--- src/rtl/rpe_pkg.sv ---
package rpe_pkg;
    localparam int NCAT    = 2;
    localparam int CAT_COR = 0;
    localparam int CAT_UNC = 1;

    typedef enum logic [1:0] {
        RA_ENABLE = 2'd0,
        RA_STATUS = 2'd1,
        RA_SOURCE = 2'd2,
        RA_NONE   = 2'd3
    } reg_addr_e;

    // status field positions
    localparam int ST_COR_FIRST = 0;
    localparam int ST_COR_NEXT  = 1;
    localparam int ST_UNC_FIRST = 2;
    localparam int ST_UNC_NEXT  = 3;
    localparam int ST_UNC_FATAL = 4;

    // enable field positions
    localparam int EN_COR      = 0;
    localparam int EN_NONFATAL = 1;
    localparam int EN_FATAL    = 2;
    localparam int EN_W        = 3;
endpackage

--- src/rtl/rpe_category.sv ---
module rpe_category #(
    parameter int ID_W = 16
) (
    input  logic            clk,
    input  logic            rst_n,
    input  logic            msg_vld,
    input  logic [ID_W-1:0] msg_id,
    input  logic            msg_tag,
    input  logic            int_vld,
    input  logic [ID_W-1:0] int_id,
    input  logic            int_tag,
    input  logic            clr_first,
    input  logic            clr_next,
    output logic            first_o,
    output logic            next_o,
    output logic            tag_o,
    output logic [ID_W-1:0] id_o
);
    typedef struct packed {
        logic            first;
        logic            next;
        logic            tag;
        logic [ID_W-1:0] id;
    } cat_state_t;

    cat_state_t st_d, st_q;
    logic held, ev, dual;

    always_comb begin
        held  = st_q.first & ~clr_first;
        ev    = msg_vld | int_vld;
        dual  = msg_vld & int_vld;
        st_d  = st_q;
        st_d.first = held | ev;
        st_d.next  = (st_q.next & ~clr_next) | (ev & held) | dual;
        if (ev && !held) begin
            st_d.id  = msg_vld ? msg_id  : int_id;
            st_d.tag = msg_vld ? msg_tag : int_tag;
        end else if (!held) begin
            st_d.tag = 1'b0;
        end
    end

    always_ff @(posedge clk or negedge rst_n) begin
        if (!rst_n) st_q <= '0;
        else        st_q <= st_d;
    end

    assign first_o = st_q.first;
    assign next_o  = st_q.next;
    assign tag_o   = st_q.tag;
    assign id_o    = st_q.id;


    first_set_chk: assert property (@(posedge clk) disable iff (!rst_n)
        (ev && !held) |=> (first_o && id_o == $past(msg_vld ? msg_id : int_id)));

    next_set_chk: assert property (@(posedge clk) disable iff (!rst_n)
        (ev && held) |=> (next_o && $stable(id_o)));

    next_clear_chk: assert property (@(posedge clk) disable iff (!rst_n)
        (clr_next && !ev) |=> !next_o);

    clear_race_chk: assert property (@(posedge clk) disable iff (!rst_n)
        (clr_first && msg_vld && !int_vld) |=> (first_o && id_o == $past(msg_id)));
endmodule

--- src/rtl/rpe_regs.sv ---
module rpe_regs
    import rpe_pkg::*;
#(
    parameter int ID_W  = 16,
    parameter int REG_W = 32
) (
    input  logic             clk,
    input  logic             rst_n,
    input  logic             reg_wr,
    input  logic [1:0]       reg_addr,
    input  logic [REG_W-1:0] reg_wdata,
    input  logic             cor_first,
    input  logic             cor_next,
    input  logic             unc_first,
    input  logic             unc_next,
    input  logic             unc_fatal,
    input  logic [ID_W-1:0]  cor_id,
    input  logic [ID_W-1:0]  unc_id,
    output logic [EN_W-1:0]  en_o,
    output logic             clr_cor_first,
    output logic             clr_cor_next,
    output logic             clr_unc_first,
    output logic             clr_unc_next,
    output logic [REG_W-1:0] reg_rdata
);
    typedef struct packed {
        logic [EN_W-1:0] en;
    } regs_state_t;

    regs_state_t rs_d, rs_q;
    reg_addr_e   addr;
    logic        wr_status;
    logic        unused_wdata;

    always_comb begin
        addr      = reg_addr_e'(reg_addr);
        rs_d      = rs_q;
        wr_status = reg_wr && (addr == RA_STATUS);
        if (reg_wr && addr == RA_ENABLE) rs_d.en = reg_wdata[EN_W-1:0];
        clr_cor_first = wr_status & reg_wdata[ST_COR_FIRST];
        clr_cor_next  = wr_status & reg_wdata[ST_COR_NEXT];
        clr_unc_first = wr_status & reg_wdata[ST_UNC_FIRST];
        clr_unc_next  = wr_status & reg_wdata[ST_UNC_NEXT];
        reg_rdata = '0;
        case (addr)
            RA_ENABLE: reg_rdata[EN_W-1:0] = rs_q.en;
            RA_STATUS: begin
                reg_rdata[ST_COR_FIRST] = cor_first;
                reg_rdata[ST_COR_NEXT]  = cor_next;
                reg_rdata[ST_UNC_FIRST] = unc_first;
                reg_rdata[ST_UNC_NEXT]  = unc_next;
                reg_rdata[ST_UNC_FATAL] = unc_fatal;
            end
            RA_SOURCE: begin
                reg_rdata[ID_W-1:0]      = cor_id;
                reg_rdata[2*ID_W-1:ID_W] = unc_id;
            end
            default: reg_rdata = '0;
        endcase
    end

    always_ff @(posedge clk or negedge rst_n) begin
        if (!rst_n) rs_q <= '0;
        else        rs_q <= rs_d;
    end

    assign en_o         = rs_q.en;
    assign unused_wdata = ^reg_wdata[REG_W-1:ST_UNC_FATAL];


    en_upper_zero_chk: assert property (@(posedge clk) disable iff (!rst_n)
        (reg_addr == RA_ENABLE) |-> (reg_rdata[REG_W-1:EN_W] == '0));

    en_write_chk: assert property (@(posedge clk) disable iff (!rst_n)
        (reg_wr && reg_addr == RA_ENABLE) |=> (en_o == $past(reg_wdata[EN_W-1:0])));
endmodule

--- src/rtl/rpe_irq.sv ---
module rpe_irq
    import rpe_pkg::*;
(
    input  logic            clk,
    input  logic            rst_n,
    input  logic [EN_W-1:0] en,
    input  logic            cor_pend,
    input  logic            unc_pend,
    input  logic            fatal_ev,
    input  logic            nonfatal_ev,
    output logic            irq
);
    typedef struct packed {
        logic fatal_kind;
        logic nonfatal_kind;
    } kind_state_t;

    kind_state_t ks_d, ks_q;

    always_comb begin
        ks_d.fatal_kind    = (ks_q.fatal_kind    & unc_pend) | fatal_ev;
        ks_d.nonfatal_kind = (ks_q.nonfatal_kind & unc_pend) | nonfatal_ev;
    end

    always_ff @(posedge clk or negedge rst_n) begin
        if (!rst_n) ks_q <= '0;
        else        ks_q <= ks_d;
    end

    assign irq = (en[EN_COR] & cor_pend)
               | (unc_pend & ((en[EN_FATAL] & ks_q.fatal_kind)
                            | (en[EN_NONFATAL] & ks_q.nonfatal_kind)));


    irq_masked_chk: assert property (@(posedge clk) disable iff (!rst_n)
        (en == '0) |-> !irq);

    irq_fatal_chk: assert property (@(posedge clk) disable iff (!rst_n)
        (en[EN_FATAL] && fatal_ev) |=> (irq || !$stable(en)));

    irq_cor_chk: assert property (@(posedge clk) disable iff (!rst_n)
        (!cor_pend && !unc_pend) |-> !irq);
endmodule

--- src/rtl/rpe_logger.sv ---
module rpe_logger
    import rpe_pkg::*;
#(
    parameter int          ID_W    = 16,
    parameter int          REG_W   = 32,
    parameter logic [15:0] SELF_ID = 16'h0008
) (
    input  logic             clk,
    input  logic             rst_n,
    input  logic             cor_msg_vld,
    input  logic [ID_W-1:0]  cor_msg_id,
    input  logic             unc_msg_vld,
    input  logic             unc_msg_fatal,
    input  logic [ID_W-1:0]  unc_msg_id,
    input  logic             self_cor_err,
    input  logic             self_nonfatal_err,
    input  logic             self_fatal_err,
    input  logic             reg_wr,
    input  logic [1:0]       reg_addr,
    input  logic [REG_W-1:0] reg_wdata,
    output logic [REG_W-1:0] reg_rdata,
    output logic             irq
);
    localparam logic [ID_W-1:0] SELF_ID_W = ID_W'(SELF_ID);

    logic [NCAT-1:0]  c_msg_vld, c_msg_tag, c_int_vld, c_int_tag;
    logic [NCAT-1:0]  c_clr_first, c_clr_next;
    logic [NCAT-1:0]  c_first, c_next, c_tag;
    logic [ID_W-1:0]  c_msg_id [NCAT];
    logic [ID_W-1:0]  c_id     [NCAT];
    logic [EN_W-1:0]  en;
    logic             fatal_ev, nonfatal_ev;

    always_comb begin
        c_msg_vld[CAT_COR] = cor_msg_vld;
        c_msg_tag[CAT_COR] = 1'b0;
        c_msg_id[CAT_COR]  = cor_msg_id;
        c_int_vld[CAT_COR] = self_cor_err;
        c_int_tag[CAT_COR] = 1'b0;
        c_msg_vld[CAT_UNC] = unc_msg_vld;
        c_msg_tag[CAT_UNC] = unc_msg_fatal;
        c_msg_id[CAT_UNC]  = unc_msg_id;
        c_int_vld[CAT_UNC] = self_nonfatal_err | self_fatal_err;
        c_int_tag[CAT_UNC] = self_fatal_err;
        fatal_ev    = (unc_msg_vld & unc_msg_fatal) | self_fatal_err;
        nonfatal_ev = (unc_msg_vld & ~unc_msg_fatal) | self_nonfatal_err;
    end

    for (genvar g = 0; g < NCAT; g++) begin : g_cat
        rpe_category #(.ID_W(ID_W)) u_cat (
            .clk       (clk),
            .rst_n     (rst_n),
            .msg_vld   (c_msg_vld[g]),
            .msg_id    (c_msg_id[g]),
            .msg_tag   (c_msg_tag[g]),
            .int_vld   (c_int_vld[g]),
            .int_id    (SELF_ID_W),
            .int_tag   (c_int_tag[g]),
            .clr_first (c_clr_first[g]),
            .clr_next  (c_clr_next[g]),
            .first_o   (c_first[g]),
            .next_o    (c_next[g]),
            .tag_o     (c_tag[g]),
            .id_o      (c_id[g])
        );
    end

    rpe_regs #(.ID_W(ID_W), .REG_W(REG_W)) u_regs (
        .clk           (clk),
        .rst_n         (rst_n),
        .reg_wr        (reg_wr),
        .reg_addr      (reg_addr),
        .reg_wdata     (reg_wdata),
        .cor_first     (c_first[CAT_COR]),
        .cor_next      (c_next[CAT_COR]),
        .unc_first     (c_first[CAT_UNC]),
        .unc_next      (c_next[CAT_UNC]),
        .unc_fatal     (c_tag[CAT_UNC]),
        .cor_id        (c_id[CAT_COR]),
        .unc_id        (c_id[CAT_UNC]),
        .en_o          (en),
        .clr_cor_first (c_clr_first[CAT_COR]),
        .clr_cor_next  (c_clr_next[CAT_COR]),
        .clr_unc_first (c_clr_first[CAT_UNC]),
        .clr_unc_next  (c_clr_next[CAT_UNC]),
        .reg_rdata     (reg_rdata)
    );

    rpe_irq u_irq (
        .clk         (clk),
        .rst_n       (rst_n),
        .en          (en),
        .cor_pend    (c_first[CAT_COR] | c_next[CAT_COR]),
        .unc_pend    (c_first[CAT_UNC] | c_next[CAT_UNC]),
        .fatal_ev    (fatal_ev),
        .nonfatal_ev (nonfatal_ev),
        .irq         (irq)
    );


    both_cat_chk: assert property (@(posedge clk) disable iff (!rst_n)
        (cor_msg_vld && unc_msg_vld) |=> (c_first[CAT_COR] && c_first[CAT_UNC]));

    self_id_chk: assert property (@(posedge clk) disable iff (!rst_n)
        (self_cor_err && !cor_msg_vld && !c_first[CAT_COR]
         && !c_clr_first[CAT_COR]) |=> (c_id[CAT_COR] == SELF_ID_W));
endmodule

--- config.mk ---
export PLATFORM = sky130hd
export DESIGN_NAME = rpe_logger
export DESIGN_NICKNAME = d
export VERILOG_FILES = /design/src/rtl/rpe_pkg.sv /design/src/rtl/rpe_category.sv /design/src/rtl/rpe_regs.sv /design/src/rtl/rpe_irq.sv /design/src/rtl/rpe_logger.sv
export SDC_FILE = /design/constraint.sdc
export NUM_CORES = 1
export LEC_CHECK = 0
export ABC_AREA = 1
export ABC_CLOCK_PERIOD_IN_PS = 1450
export BUFFER_PORTS_ARGS = -buffer_cell sky130_fd_sc_hd__buf_2
export CAP_MARGIN = 20
export CORE_UTILIZATION = 42
export DETAILED_ROUTE_END_ITERATION = 8
export GPL_ROUTABILITY_DRIVEN = 0
export PLACE_DENSITY_LB_ADDON = 0.1
export SLEW_MARGIN = 25
export SYNTH_ARGS = -nofsm -noshare
export SYNTH_HDL_FRONTEND = slang
export SYNTH_SLANG_ARGS = --single-unit
--- constraint.sdc ---
create_clock -name clk -period 1.45 [get_ports clk]
set_clock_uncertainty 0.2 [all_clocks]
set_input_delay 0.3625 -clock clk [delete_from_list [all_inputs] [get_ports clk]]
set_output_delay 0.3625 -clock clk [all_outputs]
set_load 0.02 [all_outputs]
== Yosys cells after proc, flatten, opt, wreduce, memory -nomap -nowiden ==
Cells that the tools add are included.
Storage, ports and cells
  register bits: 42
  input port bits: 75
  output and inout port bits: 33
  logic and storage cells: 70
Operators by class
  reductions and logical operators: 7
  bitwise logic cells: 42
  multiplexer cells: 8
  equal/unequal tests: 3
Operator list (number)
  16-bit 2-to-1 mux: 2
  27-bit 2-to-1 mux: 1
  1-bit bitwise AND: 20
  1-bit bitwise OR: 17
  3-bit one-hot mux with 3 select lines: 1
  1-bit inverter: 5
  1-bit logical AND: 4
  2-bit one-hot mux with 2 select lines: 1
  1-bit 2-to-1 mux: 3
  2-bit by 1-bit equality test with 1-bit output (second input constant): 1
  2-bit equality test (second input constant): 1
  1-bit zero test: 2
  2-bit zero test: 1
  2-bit inequality test (second input constant): 1

== Depth between registers and ports, before layout ==
  word-level depth: 8
  depth in mapped cells: 9
  gate-level depth less buffers: 7

== By module ==
A second synthesis with hierarchy kept.
Second synthesis, totals
  cells, all modules: 412
  area, all modules: 2705.1 um^2
Modules (own cells, without submodules)
  rpe_category: seq. area each 475.5 um^2, area an instance 1024.7 um^2, cells each 142, instances 2
  rpe_regs: seq. area each 75.1 um^2, area an instance 520.5 um^2, cells each 108, instances 1
  rpe_irq: seq. area each 50.0 um^2, area an instance 85.1 um^2, cells each 8, instances 1
  rpe_logger: seq. area each 0.0 um^2, area an instance 50.0 um^2, cells each 12, instances 1

== Least setup slack after synthesis ==
No wires, ideal clock.
  path type: input to output
  start: in reg_addr[0]
  end: out reg_rdata[3]
  path slack: -331 ps
  arrival time: 1218 ps
  cell stages on the path: 5
  buffers on the path: 1
  path through: inv_1 ha_1 buf_2 nand2_1 a21oi_1
Between the ends
  cells in the longest elaborated chain, start to end: 2
  elaborated cells on any way between the ends: 3
Ends and longest elaborated chain
  start: declaration: RTL line rpe_logger.sv:19  | input logic [1:0] reg_addr,
  2-bit equality test or 2-bit by 1-bit equality test with 1-bit output (tied branches): RTL line rpe_regs.sv:45  | case (addr)
  2-bit one-hot mux with 2 select lines (*): RTL line rpe_regs.sv:45
  end: declaration: RTL line rpe_logger.sv:21  | output logic [REG_W-1:0] reg_rdata,
Mark *: on every way between the ends. The rest lies on a longest branch, timed or not.

== Worst setup path after layout ==
  start: reg g_cat[1].u_cat.st_q, in the netlist g_cat[1].u_cat.first_o
  end: out irq
Between the ends
  cells in the longest elaborated chain, start to end: 3
Ends and longest elaborated chain
  start: declaration: RTL line rpe_category.sv:26  | cat_state_t st_d, st_q;
  start signal: assignment: RTL line rpe_category.sv:46  | else st_q <= st_d;
  1-bit bitwise OR: RTL line rpe_logger.sv:94  | .unc_pend (c_first[CAT_UNC] | c_next[CAT_UNC]),
  1-bit bitwise AND: RTL line rpe_irq.sv:31  | | (unc_pend & ((en[EN_FATAL] & ks_q.fatal_kind)
  1-bit bitwise OR: RTL line rpe_irq.sv:31
  end: declaration: RTL line rpe_logger.sv:22  | output logic irq
Every way passes these cells.

==> summary.md <==
| Metric | Value |
|---|---|
| First-pass iteration count of the detailed router | 4 |
| Worst slew pin tran | about 230 ps |
| CORE AREA | approximately 5100 um2 |
| Root Buffer | clkbuf_8 |
| H-Tree Level Count | 2 |
| Netlist Area Pre-Place | about 2300 um2 |
| Internal power | ~2400 uW |
| Critical Path End Type | output pin |
| Place WS | -420 ps |
| Pwr/cell area | approximately 940 nW/um2 |
| Post-Synthesis Mean Instance Area | 7.85 um2 |
| Tcrit/Tclk final | 123% |
| Worst path cell trace | or2_4 > nand3_2 > nand3_2 > buf_6 |
| I/O Buffers | just under 80 |
| Fin crit period | about 1800 ps |
| Final #Nets | between 400 and 500 |
| Clock transition at path regs | ~80 ps |
| P_sw | about 1100 uW |
| Count of cell types in the netlist | 22 |
| Overflow after GRT | 0 |
| Failing checks | negative setup slack |
| Net Count, Synth | between 300 and 400 |
| First-pass GRT wire length | roughly 9700 um |
| Cts bufs inserted | 5 |
| Largest net degree at the start of global routing | 43 |
| Relative slew slack | a little over four fifths |
| Fraction of layout cells with a size suffix above 1 | between 50 and 60% |
| Non-Filler Instances | 464 |
| Hold/Removal Path Class | in2reg |
| Syn Inst Count | between 200 and 300 |
| Clk network pwr share | between 20% and 30% |
| Antenna diodes | 0 |
| CTS Sinks | between 40 and 50 |
| Setup TNS | -12800 ps |
| Yosys warnings | 0 |
| Tot GR Track Use | between 20% and 30% |
| DR DRC count | 0 |
| Antenna violations before repair | 0 |
| Status | complete, but fails checks |
| Initial DRC Count | slightly above 80 |
| # Max-Cap Violations | 0 |
| Fmax | ~0.56 GHz |
| Clock Latency Late Sink | roughly 290 ps |
| RSZ-0062 raised after global routing | true |
| HPWL Detailed | around 3900 um |
| Total Wirelength | approximately 6000 um |
| Final setup viols | between 60 and 70 |
| Placed Cells | 444 |
| Seq/Total Area, Yosys | about 46% |
| Register bit count reported by yosys | 42 |
| Final hold viol count | 0 |
| WP buf/inv | 1 |
| Top delay family on crit path | simple AND/OR/NAND/NOR gates |
| Logic pwr share | between 20% and 30% |
| Die X | between 70 and 80 um |
| Post-route ant nets | 0 |
| Vias in the first global route | roughly 2.1k |
| Crit-path slowest cell | dfrtp_1 |
| Sw frac | between 30% and 40% |
| Post-DR vias/cell | between 4 and 5 |
| Worst Path Arrival | around 1200 ps |
| CP most frequent cell | nand3_2 |
| Worst ir drop on vdd | ~0.6 mV |
| Startpoint Class | flop |
| Hold slack | 83.4 ps |
| Critical path class | reg2out |
| WL per Instance | 13.2 um |
| Clock Path Buffers | 2 |
| Starting Density | 44.2% |
| Row count | 26 |
| Crit-path max cell delay | 380 ps |
| Die Ht | around 76 um |
| CTS tree | built |
| Die footprint | 5700 um2 |
| CP Max Fanout | 3 |
| Vias post-DR | roughly 2.2k |
| Max-slew violations | 0 |
| Worst EP required | roughly 900 ps |
| # IOs | 108 |
| LEAKAGE | ~0.0021 uW |
| Area grow syn2layout | 61.9% |
| Final worst slack | -332 ps |
| Seq pwr share | between 40% and 50% |
==> power groups by stage <==
stage	clock network, uW	registers (uW)	logic [uW]
2_1_floorplan	0	1500	501
3_3_place_gp	0	1530	727
3_5_place_dp	0	1530	744
4_1_cts	965	1530	909
5_1_grt	1010	1580	1040
6_report	944	1560	945
==> timing repair <==
item | in CTS | in global routing
pin swaps | 12 | 2
buffers inserted | 8 | 4
endpoints found under the hold margin | 42 | 0
endpoints found under the setup margin | 66 | 68
hold buffers | 1 | 0
cloned | 3 | 0
resized for setup | 113 | 28
==> Yosys cell counts <==
cell type	n	area, um2
o21ai_0	2	10.0
buf_12	1	20.0
clkbuf_1	3	11.3
or2_2	2	12.5
nand3_4	2	35.0
nand4_1	1	6.26
buf_2	3	15.0
buf_4	4	30.0
nand3_1	50	250
o211ai_1	1	7.51
nand2_8	1	20.0
buf_6	2	22.5
or2_4	1	8.76
nand3_2	1	10.0
a21oi_1	2	10.0
nand2_1	105	394
nand2_2	20	125
ha_1	4	50.1
dfrtp_1	42	1050
nand2_4	3	33.8
inv_1	38	143
inv_2	1	3.75
==> cell families after synthesis <==
kind of cell	Yosys count	synth area share, %
DFF	42	46.3
and+or+nand+nor	186	39.5
buffers and inverters	52	10.8
adders and majority gates	4	2.21
AOI/OAI and AO/OA	5	1.21
==> state kept, by name (all words and copies together), names as in the netlist <==
register,cells
g_cat.u_cat.tag_o,1
g_cat.u_cat.next_o,2
g_cat.u_cat.first_o,2
u_regs.en_o,3
u_irq.ks_q,2
g_cat.u_cat.id_o,32
==> routing by layer <==
layer / GRT usage [%] / part of all wire, %
met5: 0 / 0
met4: 7.00 / 1.2
met3: 4.10 / 5.0
met2: 38.1 / 51
met1: 30.5 / 43
==> path summary, 6_finish.rpt <==
kind / from / to / slack [ps] / cells past startpoint
setup / recovery: g_cat[1].u_cat.first_o$_DFF_PN0_ / irq / -330 / 4
setup reg to reg: g_cat[1].u_cat.first_o$_DFF_PN0_ / u_irq.ks_q[0]$_DFF_PN0_ / 220 / 4
hold / removal: unc_msg_fatal / u_irq.ks_q[0]$_DFF_PN0_ / 80 / 2
max in group asynchronous: rst_n / g_cat[1].u_cat.id_o[1]$_DFFE_PN0P_ / 470 / 3
hold reg to reg: g_cat[0].u_cat.id_o[5]$_DFFE_PN0P_ / g_cat[0].u_cat.id_o[5]$_DFFE_PN0P_ / 280 / 2
min in group asynchronous: rst_n / g_cat[0].u_cat.id_o[6]$_DFFE_PN0P_ / 370 / 3
==> stage by stage <==
step           util [%]  area [um2]  power (uW)
3_5_place_dp       58.3        2990        2280
5_1_grt            71.5        3670        3640
3_3_place_gp       58.3        2990        2260
6_report           71.5        3670        3450
2_1_floorplan         -        2440        2000
4_1_cts            69.1        3550        3410
==> placed cells by master (no fill, tap or decap), drive strengths merged <==
| cell | netlist | final |
|---|---|---|
| a21oi | 2 | 2 |
| buf | 10 | 109 |
| bufinv | 0 | 1 |
| clkbuf | 3 | 6 |
| dfrtp | 42 | 42 |
| dlygate4sd3 | 0 | 1 |
| ha | 4 | 4 |
| inv | 39 | 39 |
| nand2 | 129 | 130 |
| nand3 | 53 | 53 |
| nand4 | 1 | 1 |
| o211ai | 1 | 1 |
| o21ai | 2 | 2 |
| or2 | 3 | 3 |
==> final cells by class <==
type / count / area (um2)
fill: 426 / 1470
multi-input combinational: 196 / 1270
sequential: 42 / 1050
timing repair buffer: 110 / 975
inverter: 39 / 181
tap: 70 / 87.6
clock buffer: 6 / 82.6
clock inverter: 1 / 30.0
Power figures use the tool's default switching activity.
